===== src/rtl/nvs_pkg.sv =====
package nvs_pkg;
  typedef enum logic [2:0] {
    ST_IDLE   = 3'd0,
    ST_HOLD   = 3'd1,
    ST_STORE  = 3'd2,
    ST_RECALL = 3'd3,
    ST_LOCK   = 3'd4
  } nvs_state_t;
endpackage


===== src/rtl/nvs_dirty.sv =====
module nvs_dirty (
  input  logic clk,
  input  logic rst,
  input  logic set_i,
  input  logic clr_i,
  output logic dirty_o
);
  // a set wins over a clear so that no completed write is lost
  always_ff @(posedge clk) begin
    if (rst)        dirty_o <= 1'b0;
    else if (set_i) dirty_o <= 1'b1;
    else if (clr_i) dirty_o <= 1'b0;
  end
endmodule


===== src/rtl/nvs_timer.sv =====
module nvs_timer #(
  parameter int W = 4
) (
  input  logic         clk,
  input  logic         rst,
  input  logic         load_i,
  input  logic [W-1:0] load_val_i,
  output logic         zero_o
);
  logic [W-1:0] cnt_q;

  always_ff @(posedge clk) begin
    if (rst)                cnt_q <= '0;
    else if (load_i)        cnt_q <= load_val_i;
    else if (cnt_q != '0)   cnt_q <= cnt_q - 1'b1;
  end

  assign zero_o = (cnt_q == '0);
endmodule


===== src/rtl/nvs_req_merge.sv =====
module nvs_req_merge (
  input  logic hw_low_i,
  input  logic pwr_fail_i,
  input  logic sw_store_i,
  input  logic recall_i,
  input  logic dirty_i,
  output logic store_go_o,
  output logic recall_go_o
);
  logic cond_req;

  always_comb begin
    cond_req    = (hw_low_i | pwr_fail_i) & dirty_i;
    store_go_o  = sw_store_i | cond_req;
    recall_go_o = recall_i & ~store_go_o;
  end
endmodule


===== src/rtl/nv_store_seq.sv =====
module nv_store_seq #(
  parameter int DELAY_CYC  = 4,
  parameter int STORE_CYC  = 6,
  parameter int RECALL_CYC = 3
) (
  input  logic clk,
  input  logic rst,
  input  logic hw_req_n,
  input  logic sw_store,
  input  logic pwr_fail,
  input  logic recall_req,
  input  logic wr_done,
  output logic busy_n,
  output logic mem_en,
  output logic wr_allow
);
  import nvs_pkg::*;

  localparam int MAXC  = (DELAY_CYC > STORE_CYC) ?
                         ((DELAY_CYC > RECALL_CYC) ? DELAY_CYC : RECALL_CYC) :
                         ((STORE_CYC > RECALL_CYC) ? STORE_CYC : RECALL_CYC);
  localparam int CNT_W = $clog2(MAXC + 1);
  localparam logic [CNT_W-1:0] LD_HOLD   = CNT_W'(DELAY_CYC - 1);
  localparam logic [CNT_W-1:0] LD_STORE  = CNT_W'(STORE_CYC - 1);
  localparam logic [CNT_W-1:0] LD_RECALL = CNT_W'(RECALL_CYC - 1);

  nvs_state_t       state_q, state_n;
  logic             hw_q;
  logic             dirty;
  logic             store_go, recall_go;
  logic             tmr_zero, tmr_load;
  logic [CNT_W-1:0] tmr_val;
  logic             dirty_clr;
  logic             busy_n_q, mem_en_q, wr_allow_q;

  // input register for the request pin
  always_ff @(posedge clk) begin
    if (rst) hw_q <= 1'b1;
    else     hw_q <= hw_req_n;
  end

  nvs_req_merge u_merge (
    .hw_low_i   (~hw_q),
    .pwr_fail_i (pwr_fail),
    .sw_store_i (sw_store),
    .recall_i   (recall_req),
    .dirty_i    (dirty),
    .store_go_o (store_go),
    .recall_go_o(recall_go)
  );

  nvs_dirty u_dirty (
    .clk    (clk),
    .rst    (rst),
    .set_i  (wr_done),
    .clr_i  (dirty_clr),
    .dirty_o(dirty)
  );

  nvs_timer #(.W(CNT_W)) u_timer (
    .clk       (clk),
    .rst       (rst),
    .load_i    (tmr_load),
    .load_val_i(tmr_val),
    .zero_o    (tmr_zero)
  );

  always_comb begin
    state_n   = state_q;
    tmr_load  = 1'b0;
    tmr_val   = '0;
    dirty_clr = 1'b0;
    case (state_q)
      ST_IDLE: begin
        if (store_go) begin
          state_n  = ST_HOLD;
          tmr_load = 1'b1;
          tmr_val  = LD_HOLD;
        end else if (recall_go) begin
          state_n  = ST_RECALL;
          tmr_load = 1'b1;
          tmr_val  = LD_RECALL;
        end
      end
      ST_HOLD: begin
        if (tmr_zero) begin
          state_n  = ST_STORE;
          tmr_load = 1'b1;
          tmr_val  = LD_STORE;
        end
      end
      ST_STORE: begin
        if (tmr_zero) begin
          dirty_clr = 1'b1;
          state_n   = hw_q ? ST_IDLE : ST_LOCK;
        end
      end
      ST_RECALL: begin
        if (tmr_zero) begin
          dirty_clr = 1'b1;
          state_n   = ST_IDLE;
        end
      end
      ST_LOCK: begin
        if (hw_q) state_n = ST_IDLE;
      end
      default: state_n = ST_IDLE;
    endcase
  end

  always_ff @(posedge clk) begin
    if (rst) begin
      state_q    <= ST_IDLE;
      busy_n_q   <= 1'b1;
      mem_en_q   <= 1'b1;
      wr_allow_q <= 1'b1;
    end else begin
      state_q    <= state_n;
      busy_n_q   <= (state_n != ST_STORE);
      mem_en_q   <= (state_n == ST_IDLE) || (state_n == ST_HOLD);
      wr_allow_q <= (state_n == ST_IDLE) && hw_q;
    end
  end

  assign busy_n   = busy_n_q;
  assign mem_en   = mem_en_q;
  assign wr_allow = wr_allow_q;
endmodule


===== config.mk =====
export PLATFORM = sky130hd
export DESIGN_NAME = nv_store_seq
export DESIGN_NICKNAME = d
export VERILOG_FILES = /design/src/rtl/nvs_pkg.sv /design/src/rtl/nvs_dirty.sv /design/src/rtl/nvs_timer.sv /design/src/rtl/nvs_req_merge.sv /design/src/rtl/nv_store_seq.sv
export SDC_FILE = /design/constraint.sdc
export NUM_CORES = 1
export LEC_CHECK = 0
export BUFFER_PORTS_ARGS = -buffer_cell sky130_fd_sc_hd__buf_2
export CORE_AREA = 10 10 47 49
export CTS_CLUSTER_DIAMETER = 50
export DETAILED_ROUTE_END_ITERATION = 10
export DIE_AREA = 0 0 57 59
export MAX_ROUTING_LAYER = met4
export PLACE_DENSITY = 0.82
export SETUP_SLACK_MARGIN = 0.5
export SYNTH_ARGS = -nofsm -noshare
export SYNTH_HDL_FRONTEND = slang
export SYNTH_HIERARCHICAL = 1
export SYNTH_SLANG_ARGS = --single-unit

===== constraint.sdc =====
create_clock -name clk -period 2.24 [get_ports clk]
set_input_delay 0.336 -clock clk [delete_from_list [all_inputs] [get_ports clk]]
set_output_delay 0.336 -clock clk [all_outputs]
set_load 0.01 [all_outputs]

* Word level (Yosys, flattened, before mapping)
Index checks and enable logic that the tools add are counted. Widths: inputs -> output; s select.
Storage, ports and cells: input port bits 7, output and inout port bits 3, register bits after elaboration 11, logic and storage cells 50
Operators by class: add/subtract/negate cells 1, muxes and demuxes 21, bitwise gates (word level) 6, reduce and logical (&&, ||, !) cells 9, eq/ne operators 6
Operators by type and width (count):
- $mux 3 | 10
- $pmux 3 s5 | 1
- $logic_not 3->1 | 3
- $eq 3x1->1 const B | 2
- $eq 3x2->1 const B | 2
- $mux 1 | 6
- $pmux 3 s2 | 1
- $mux 2 | 2
- $reduce_bool 2->1 | 2
- $eq 3x3->1 const B | 1
- $ne 3x2->1 const B | 1
- $reduce_bool 3->1 | 1
- $sub 3x1->3 const B | 1
- $and 1x1->1 | 2
- $not 1->1 | 2
- $or 1x1->1 | 2
- $pmux 1 s2 | 1
- $reduce_or 2->1 | 1
- $logic_and 1x1->1 | 1
- $logic_or 1x1->1 | 1

* Logic depth before layout (Yosys ltp)
Gate-level depths: netlist of run 1.
word-level depth 11, mapped depth 8, mapped depth without buffers 8

* By module
The synthesis of run 1 kept the hierarchy.
Modules (own cells, without submodules):
- nv_store_seq | cells each 42, area an instance 394.1 sq um, sequential area each 140.1 sq um, instances 1
- nvs_timer | cells each 22, area an instance 206.4 sq um, sequential area each 60.1 sq um, instances 1
- nvs_dirty | cells each 4, area an instance 38.8 sq um, sequential area each 20.0 sq um, instances 1
- nvs_req_merge | cells each 3, area an instance 20.0 sq um, sequential area each 0.0 sq um, instances 1

* Least setup slack after synthesis of run 1
OpenSTA, ideal clock, no wires.
path type reg2reg, from register u_timer.cnt_q[0], to register u_timer.cnt_q[0], arrival time 1.652 ns, cell stages (with the launch flop) 9, buffers on the path 0, data required time 2.128 ns, setup time 0.112 ns, clock period less this slack 1.765 ns, setup slack 0.475 ns, cell sequence dfxtp_1 inv_1 ha_1 nand2b_1 inv_1 nand2_1 a21oi_1 nor2b_1 a2111oi_1
Between the ends: longest elaborated chain between the ends 4, elaborated cells on any way between the ends 10, classes of those cells add/sub: 1; mux: 6; reduce/logical: 3
RTL lines:
- start: declaration | RTL line nvs_timer.sv:10 | logic [W-1:0] cnt_q;
- start signal: assignment | RTL line nvs_timer.sv:14 | else if (load_i) cnt_q <= load_val_i;
- start signal: assignment | RTL line nvs_timer.sv:15 | else if (cnt_q != '0) cnt_q <= cnt_q - 1'b1;
- $logic_not 3->1 (*) | RTL line nvs_timer.sv:18 | assign zero_o = (cnt_q == '0);
- net tmr_zero | RTL line nv_store_seq.sv:31 | logic tmr_zero, tmr_load;
- $mux 1 (*) | RTL line nv_store_seq.sv:86 | if (tmr_zero) begin
- $pmux 1 s2 (*) | RTL line nv_store_seq.sv:73 | case (state_q)
- net tmr_load | RTL line nv_store_seq.sv:31
- $mux 3 / $reduce_bool 2->1 (equally long branches)
The timed path passes the listed nets; every way through them passes the cells marked *. The select of a mux whose other input is x is not followed. A chain may end at the register's enable or synchronous reset.

* Worst setup path in the final report of run 1
from register state_q[1], to register u_timer.cnt_q[1]
Between the ends: longest elaborated chain between the ends 3, elaborated cells on any way between the ends 6, classes of those cells eq/ne: 1; mux: 3; reduce/logical: 2
RTL lines:
- start: declaration | RTL line nv_store_seq.sv:27 | nvs_state_t state_q, state_n;
- start signal: assignment | RTL line nv_store_seq.sv:118 | state_q <= state_n;
- $eq 3x1->1 / $logic_not 3->1 (equally long branches) | RTL line nv_store_seq.sv:73
- $pmux 1 s2 (*) | RTL line nv_store_seq.sv:73
- net tmr_load | RTL line nv_store_seq.sv:31
- $mux 3 / $reduce_bool 2->1 (equally long branches)
The timed path passes the listed nets; every way through them passes the cells marked *.

==> results of run 1 <==
cells in the final DEF (no fill, tap or decap), types with 2 or more instances in the layout:
cell type,instances
inv_1,5
buf_2,9
nor3_1,2
inv_2,2
buf_4,3
nor2b_1,6
nand2b_1,4
nor2_1,3
o21ai_2,2
clkbuf_4,3
a2111oi_2,2
dfxtp_1,10
mux2_2,2
logic make-up (layout without fill, tap and decap cells):
logic type / Yosys count / after routing / share of synthesized area, %
XOR/XNOR: 1 / 1 / 1.33
buffers and inverters: 11 / 23 / 9.30
AO/OA/AOI/OAI: 16 / 16 / 21.4
AND/OR/NAND/NOR: 27 / 27 / 25.8
multiplexers: 2 / 2 / 3.42
adder cells (fa/ha/maj): 3 / 3 / 5.31
flip-flops: 11 / 11 / 33.4
layer usage:
| metal | track usage (%) | up-vias | wire length [microns] |
|---|---|---|---|
| li1 | - | 272 | - |
| met1 | 7.80 | 247 | 518 |
| met2 | 14.9 | 9 | 733 |
| met3 | 5.36 | 4 | 95 |
| met4 | 6.71 | 0 | 34 |
| met5 | - | - | 0 |
where the power goes:
group          switching, mW  leakage [nW]  internal, mW
Combinational          0.271         0.213         0.284
Clock                 0.0673        0.0150        0.0691
Sequential            0.0608        0.0910         0.252
Total                  0.399         0.319         0.605
layout make-up:
cell class              instances  share of cell area [%]
well taps                      16                    2.48
clock buffers                   4                    3.26
repair buffers                 12                    8.39
multi-input cells              49                    55.1
flip-flops and latches         11                    27.5
inverters                       7                    3.26
timing repair:
item	CTS	global route
endpoints found under the setup margin	3	4
endpoints found under the hold margin	0	0
gates resized for setup	6	9
pin swaps	1	3
setup buffers	2	1
per-stage QoR:
stage / area (sq um) / setup slack, ps / cells / total power, mW
3_5_place_dp: 693 / 227 / 92 / 0.724
5_1_grt: 806 / 484 / 99 / 1.09
2_1_floorplan: 663 / 570 / 71 / 0.654
3_3_place_gp: 693 / 386 / 92 / 0.702
6_report: 806 / 611 / 99 / 1.00
4_1_cts: 756 / 511 / 98 / 0.932
flip-flops by register name, summed over array words and instances (netlist names):
| signal | cells |
|---|---|
| state_q | 3 |
| u_timer/cnt_q | 3 |
| busy_n | 1 |
| mem_en | 1 |
| wr_allow | 1 |
| hw_q | 1 |
| u_dirty/dirty_o | 1 |
cells in the mapped netlist (all sizes together) (3+ instances only):
cell type  number  area share, %
dfxtp          11             33
inv             7            4.0
nor2b           6            5.7
nand2b          5            4.7
buf             4            5.3
a21oi           3            2.8
nor2            3            1.7
o21ai           3            2.8
how the worst min path moves through the flow:
| stage | start | end | cells past startpoint |
|---|---|---|---|
| 3_5_place_dp | u_dirty/dirty_o$_SDFFE_PP0P_ | u_dirty/dirty_o$_SDFFE_PP0P_ | 2 |
| 5_1_grt | hw_req_n | hw_q$_SDFF_PP1_ | 2 |
| 3_3_place_gp | u_dirty/dirty_o$_SDFFE_PP0P_ | u_dirty/dirty_o$_SDFFE_PP0P_ | 2 |
| 4_1_cts | hw_req_n | hw_q$_SDFF_PP1_ | 2 |
| 6_report | hw_req_n | hw_q$_SDFF_PP1_ | 2 |
| 2_1_floorplan | rst | u_dirty/dirty_o$_SDFFE_PP0P_ | 1 |
worst reg2reg max path, stage by stage, from the launching register on:
cell	delay [ps]
dfxtp_1	500
or2_0	420
a21oi_4	100
nor4b_1	380
a2111oi_2	90
==> flow_metrics.py, run 1 <==
metrics = {
    "routing": {
        "first_pass_iters": 4,
        "drt_iter0_drc": 7,
        "viasPerCell": 5.37,
        "ant_nets": 0,
        "num_vias": 532,
        "finalWirelength_mm": 1.38,
        "wl_per_cell_microns": 13.9,
        "drc": 0,
    },
    "worst_setup_path": {
        "slowest_stage": "dfxtp_1",
        "crit_type": "flop to flop",
        "worstRegToRegCells": 4,
        "r2r-start": "state_q[1]$_SDFF_PP0_",
        "max_stage_delay_ps": 500,
        "startpoint": "state_q[1]$_SDFF_PP0_",
        "worstSetupEndpoint": "u_timer/cnt_q[1]$_SDFFE_PP0P_",
        "worst-path-stages": 4,
        "crit_family": "simple AND/OR/NAND/NOR gates",
        "crit_path_end_kind": "flop",
        "path_buf_inv": 0,
        "r2r_setup_slack_ps": 610,
        "r2r_end": "u_timer/cnt_q[1]$_SDFFE_PP0P_",
        "cp-start-kind": "flop",
        "crit_chain": "or2_0 -> a21oi_4 -> nor4b_1 -> a2111oi_2",
        "cp.arrival_ps": 1770,
        "worstPathRequired_ps": 2380,
        "crit_fanout": 9,
    },
    "clock_tree": {
        "cts.htree.levels": 1,
        "cts.sinks": 11,
        "hold_buffers": 0,
        "cts_root_buffer": "clkbuf_4",
        "clk_pin_slew_ps": 70,
        "clock_path_buffers": 2,
        "cts_tree": "done",
        "clk_latency_ps": 280,
        "numCtsBuffers": 3,
    },
    "sta": {
        "fmax_ghz": 0.614,
        "hold_viol": 0,
        "post-route-period-util_pct": 72.7,
        "grt_setup_unrepaired": "yes",
        "final-setup-viol-count": 0,
        "fin_tns_setup_ps": 0,
        "period_needed_ps": 1630,
        "maxSlewHeadroom_pct": 70.9,
        "tightest_slew_ps": 437,
        "finalClockSkew_ps": 7.75,
        "timing.hold.ws_ps": 247,
        "maxSlewViolCount": 0,
    },
    "cells_and_area": {
        "multi_input_area_sq_um": 444,
        "nNetsFinal": 93,
        "drive_gt1_share_pct": 43.4,
        "utilization_pct": 57.5,
        "n_fill_cell": 125,
        "regArea_sq_um": 221,
        "antennaDiodeCount": 0,
        "syn2layout_area_growth_pct": 22.2,
    },
    "logic_synthesis": {
        "ys_seq_elements": 11,
        "synth_area_sq_um": 659,
        "async_flop_share_pct": 0,
        "syn_inst": 71,
        "syn-num-nets": 80,
        "yosysWarnings": 6,
        "syn_avg_cell_area_sq_um": 9.29,
        "ys_seq_area_share_pct": 33.4,
        "synth_cell_types": 34,
        "synthFlopType": "dfxtp_1",
        "synth_edf_count": 0,
    },
    "power": {
        "ir_drop_uv": 903,
        "leakagePower_nw": 0.319,
        "powerDensity_mw_per_mm2": 1250,
    },
    "grt": {
        "grt_usage_pct": 9.19,
        "first_global_vias": 554,
        "grt_max_degree": 10,
        "antenna_found_initial": 0,
        "grt_pass1_wl_mm": 2.29,
        "grt_overflow": 0,
    },
    "place": {
        "gp_congestion": 0.818,
        "dp_hpwl_microns": 994,
        "io_buffers": 9,
    },
    "die": {
        "coreArea_sq_mm": 0.00140,
        "die_h_microns": 59,
        "fp-row-count": 14,
        "start_util_pct": 47.1,
        "dieArea_sq_mm": 0.00336,
        "fp.dieW_microns": 57,
        "num_io_pins": 10,
    },
    "flow_run": {
        "max_cap_violations": 0,
    },
    "run_status": {
        "status": "finished clean",
    },
    "worst_hold_path": {
        "hold_path.class": "primary input to flop",
    },
}
Note: power is estimated with default switching activity, not from simulation.
==> run 2: changes to the inputs <==
ABC_AREA = 1   (was default)
CORE_AREA = default   (was 10 10 47 49)
CORE_MARGIN = 10   (was default)
CORE_UTILIZATION = 47   (was default)
DIE_AREA = default   (was 0 0 57 59)
clock period = 1.4 ns   (was 2.24 ns; I/O delays follow)
==> run 2 against run 1 <==
Effect of this change: highest routed layer unchanged; clock skew is 0.82 ps lower; design area increased by 18%; largest cell class unchanged; final cell count is 33% higher; the flow now finishes with violations (negative setup slack); flip-flop and latch count did not move; global-route usage is 0.80 points higher; critical path depth up 9.
==> flow_metrics.py, run 2 <==
metrics = {
    "run_status": {
        "status": "finished with violations",
        "violations": "negative setup slack",
    },
    "die": {
        "fp.dieW_microns": 57.0,
        "dieArea_sq_mm": 0.00324,
        "coreArea_sq_mm": 0.00130,
        "fp-row-count": 13,
        "start_util_pct": 49.3,
        "num_io_pins": 10,
        "die_h_microns": 57.0,
    },
    "cells_and_area": {
        "finalInstanceArea_sq_um": 952,
        "layout_common_cells": "nand2_1 (13), buf_4 (13), inv_2 (10), inv_1 (10), buf_2 (8)",
        "drive_gt1_share_pct": 61.5,
        "nNetsFinal": 127,
        "syn2layout_area_growth_pct": 48.3,
        "n_fill_cell": 101,
        "reg_top3": "state_q (3), u_timer/cnt_q (3)",
        "antennaDiodeCount": 0,
    },
    "logic_synthesis": {
        "yosysMostFrequentCell": "nand2_1",
        "synthTopCellsByCount": "nand2_1 (18), inv_1 (17), dfxtp_1 (11)",
        "synth_area_leaders": "dfxtp_1 (34%), nand2_1 (11%), inv_1 (9.9%)",
        "syn_inst": 90,
        "synth_cell_types": 21,
        "yosys.area.top_type_share_pct": 34.3,
        "synth_area_sq_um": 642,
        "ys_seq_area_share_pct": 34.3,
        "ys_seq_elements": 11,
        "async_flop_share_pct": 0,
        "synth_edf_count": 0,
        "synthFlopType": "dfxtp_1",
        "syn-num-nets": 99,
        "syn_avg_cell_area_sq_um": 7.13,
        "synth_top_area_cell": "dfxtp_1",
        "yosysWarnings": 6,
    },
    "worst_setup_path": {
        "crit_path_end_kind": "flop",
        "r2r_setup_slack_ps": -2,
        "crit_fanout": 3,
        "cp-start-kind": "flop",
        "max_stage_delay_ps": 340,
        "worstRegToRegCells": 13,
        "r2r-start": "hw_q$_SDFF_PP1_",
        "slowest_stage": "dfxtp_2",
        "crit_chain": "inv_2 -> o21ai_2 -> nand2_2 -> nor2_2 -> inv_1 -> nand2_2 -> nand3_4 -> buf_4 -> inv_1 -> nand2_1 -> o21ai_0 -> nor2_1 -> nor2_1",
        "r2r_end": "u_timer/cnt_q[1]$_SDFFE_PP0P_",
        "worstPathRequired_ps": 1620,
        "crit_type": "flop to flop",
        "cp.arrival_ps": 1620,
    },
    "power": {
        "power.share.combinational_pct": 63.5,
        "p_sw_mw": 0.904,
        "p_int_mw": 1.12,
        "powerDensity_mw_per_mm2": 2120,
        "power_switching_share_pct": 44.7,
        "ir_drop_uv": 1190,
        "p_seq_share_pct": 25.8,
        "finalPower_mw": 2.02,
        "leakagePower_nw": 0.478,
        "p_clk_share_pct": 10.7,
    },
    "routing": {
        "drt_iter0_drc": 13,
        "drc": 0,
        "wl_per_cell_microns": 11.8,
        "ant_nets": 0,
        "viasPerCell": 4.68,
        "num_vias": 618,
        "finalWirelength_mm": 1.56,
        "first_pass_iters": 4,
    },
    "clock_tree": {
        "clk_pin_slew_ps": 70,
        "hold_buffers": 0,
        "numCtsBuffers": 3,
        "clk_latency_ps": 270,
        "cts_root_buffer": "clkbuf_4",
        "cts_tree": "done",
        "cts.sinks": 11,
        "cts.htree.levels": 1,
        "clock_path_buffers": 2,
    },
    "sta": {
        "maxSlewViolCount": 0,
        "tightest_slew_ps": 262,
        "maxSlewHeadroom_pct": 82.5,
        "period_needed_ps": 1400,
        "finalClockSkew_ps": 6.93,
        "post-route-period-util_pct": 100,
        "hold_viol": 0,
        "final-setup-viol-count": 1,
        "grt_setup_unrepaired": "yes",
        "layout_setup_ws_ps": -1.71,
        "fmax_ghz": 0.713,
        "fin_tns_setup_ps": -1.71,
        "timing.hold.ws_ps": 126,
    },
    "grt": {
        "first_global_vias": 619,
        "grt_usage_pct": 9.99,
        "antenna_found_initial": 0,
        "grt_pass1_wl_mm": 2.54,
        "grt_overflow": 0,
        "grt_max_degree": 10,
    },
    "place": {
        "dp_hpwl_microns": 999,
        "io_buffers": 9,
        "gp_congestion": 0.828,
        "placed_cell_area_sq_um": 769,
    },
    "flow_run": {
        "max_cap_violations": 0,
    },
    "worst_hold_path": {
        "min_from": "hw_req_n",
        "hold_end": "hw_q$_SDFF_PP1_",
        "hold_path.class": "primary input to flop",
        "holdPathStages": 2,
    },
}
[run 2: critical path: cells and delay by family (launching register included)]
kind                   cells  cell delay, ps
flip-flops                 1             340
buffers and inverters      4             300
AND/OR/NAND/NOR            7             520
AO/OA/AOI/OAI              2             180
[run 2: logic make-up after synthesis]
logic type      after synthesis  share of synthesized area (%)
simple gates                 42                           33.7
buf+inv                      22                           14.0
compound gates               12                           12.7
flops                        11                           34.3
fa+ha+maj                     2                           3.90
xor+xnor                      1                           1.36
[run 2: timing repair]
action,CTS,global route
endpoints found under the setup margin,13,13
setup buffers,8,2
pin swaps,4,8
endpoints found under the hold margin,0,0
resized for setup,7,16
[run 2: final cells by class]
| cell class | instances | area [sq um] | area share (%) |
|---|---|---|---|
| Clock buffer | 4 | 26.3 | 2.76 |
| Inverter | 21 | 81.3 | 8.54 |
| Multi-Input combinational cell | 57 | 429 | 45.1 |
| Sequential cell | 11 | 225 | 23.7 |
| Tap cell | 15 | 18.8 | 1.97 |
| Timing Repair Buffer | 24 | 171 | 18.0 |
[run 2: worst max-delay path by stage]
stage,start,to,slack [ps],cells after the start
after floorplan,hw_q$_SDFF_PP1_,u_timer/cnt_q[1]$_SDFFE_PP0P_,60,13
final,hw_q$_SDFF_PP1_,u_timer/cnt_q[1]$_SDFFE_PP0P_,-2,13
after global routing,hw_q$_SDFF_PP1_,u_timer/cnt_q[1]$_SDFFE_PP0P_,-100,13
after detailed placement,hw_q$_SDFF_PP1_,u_timer/cnt_q[1]$_SDFFE_PP0P_,-6,13
after global placement,hw_q$_SDFF_PP1_,u_timer/cnt_q[1]$_SDFFE_PP0P_,40,13
after CTS,hw_q$_SDFF_PP1_,u_timer/cnt_q[1]$_SDFFE_PP0P_,-8,13
[run 2: power by group through the flow]
stage / Sequential [mW] / Combinational (mW) / Clock, mW
3_3_place_gp: 0.508 / 0.879 / 0
4_1_cts: 0.501 / 1.10 / 0.221
5_1_grt: 0.531 / 1.41 / 0.239
2_1_floorplan: 0.499 / 0.708 / 0
3_5_place_dp: 0.510 / 0.910 / 0
6_report: 0.521 / 1.28 / 0.216
[run 2: stage by stage]
step,std cells,util [%],worst slack [ps]
after floorplan,90,-,60.4
after global placement,118,59.1,40.8
after detailed placement,118,59.1,-5.83
after CTS,130,67.5,-8.42
after global routing,132,73.2,-98.5
final,132,73.2,-1.71
[run 2: layer usage]
| layer | part of all wire (%) | up-vias | routed length [microns] | global-route usage [%] |
|---|---|---|---|---|
| li1 | - | 334 | - | - |
| met1 | 42 | 273 | 651 | 8.29 |
| met2 | 54 | 9 | 849 | 19.1 |
| met3 | 3.5 | 2 | 55 | 4.65 |
| met4 | 0.51 | 0 | 8 | 3.02 |
| met5 | 0 | - | 0 | - |
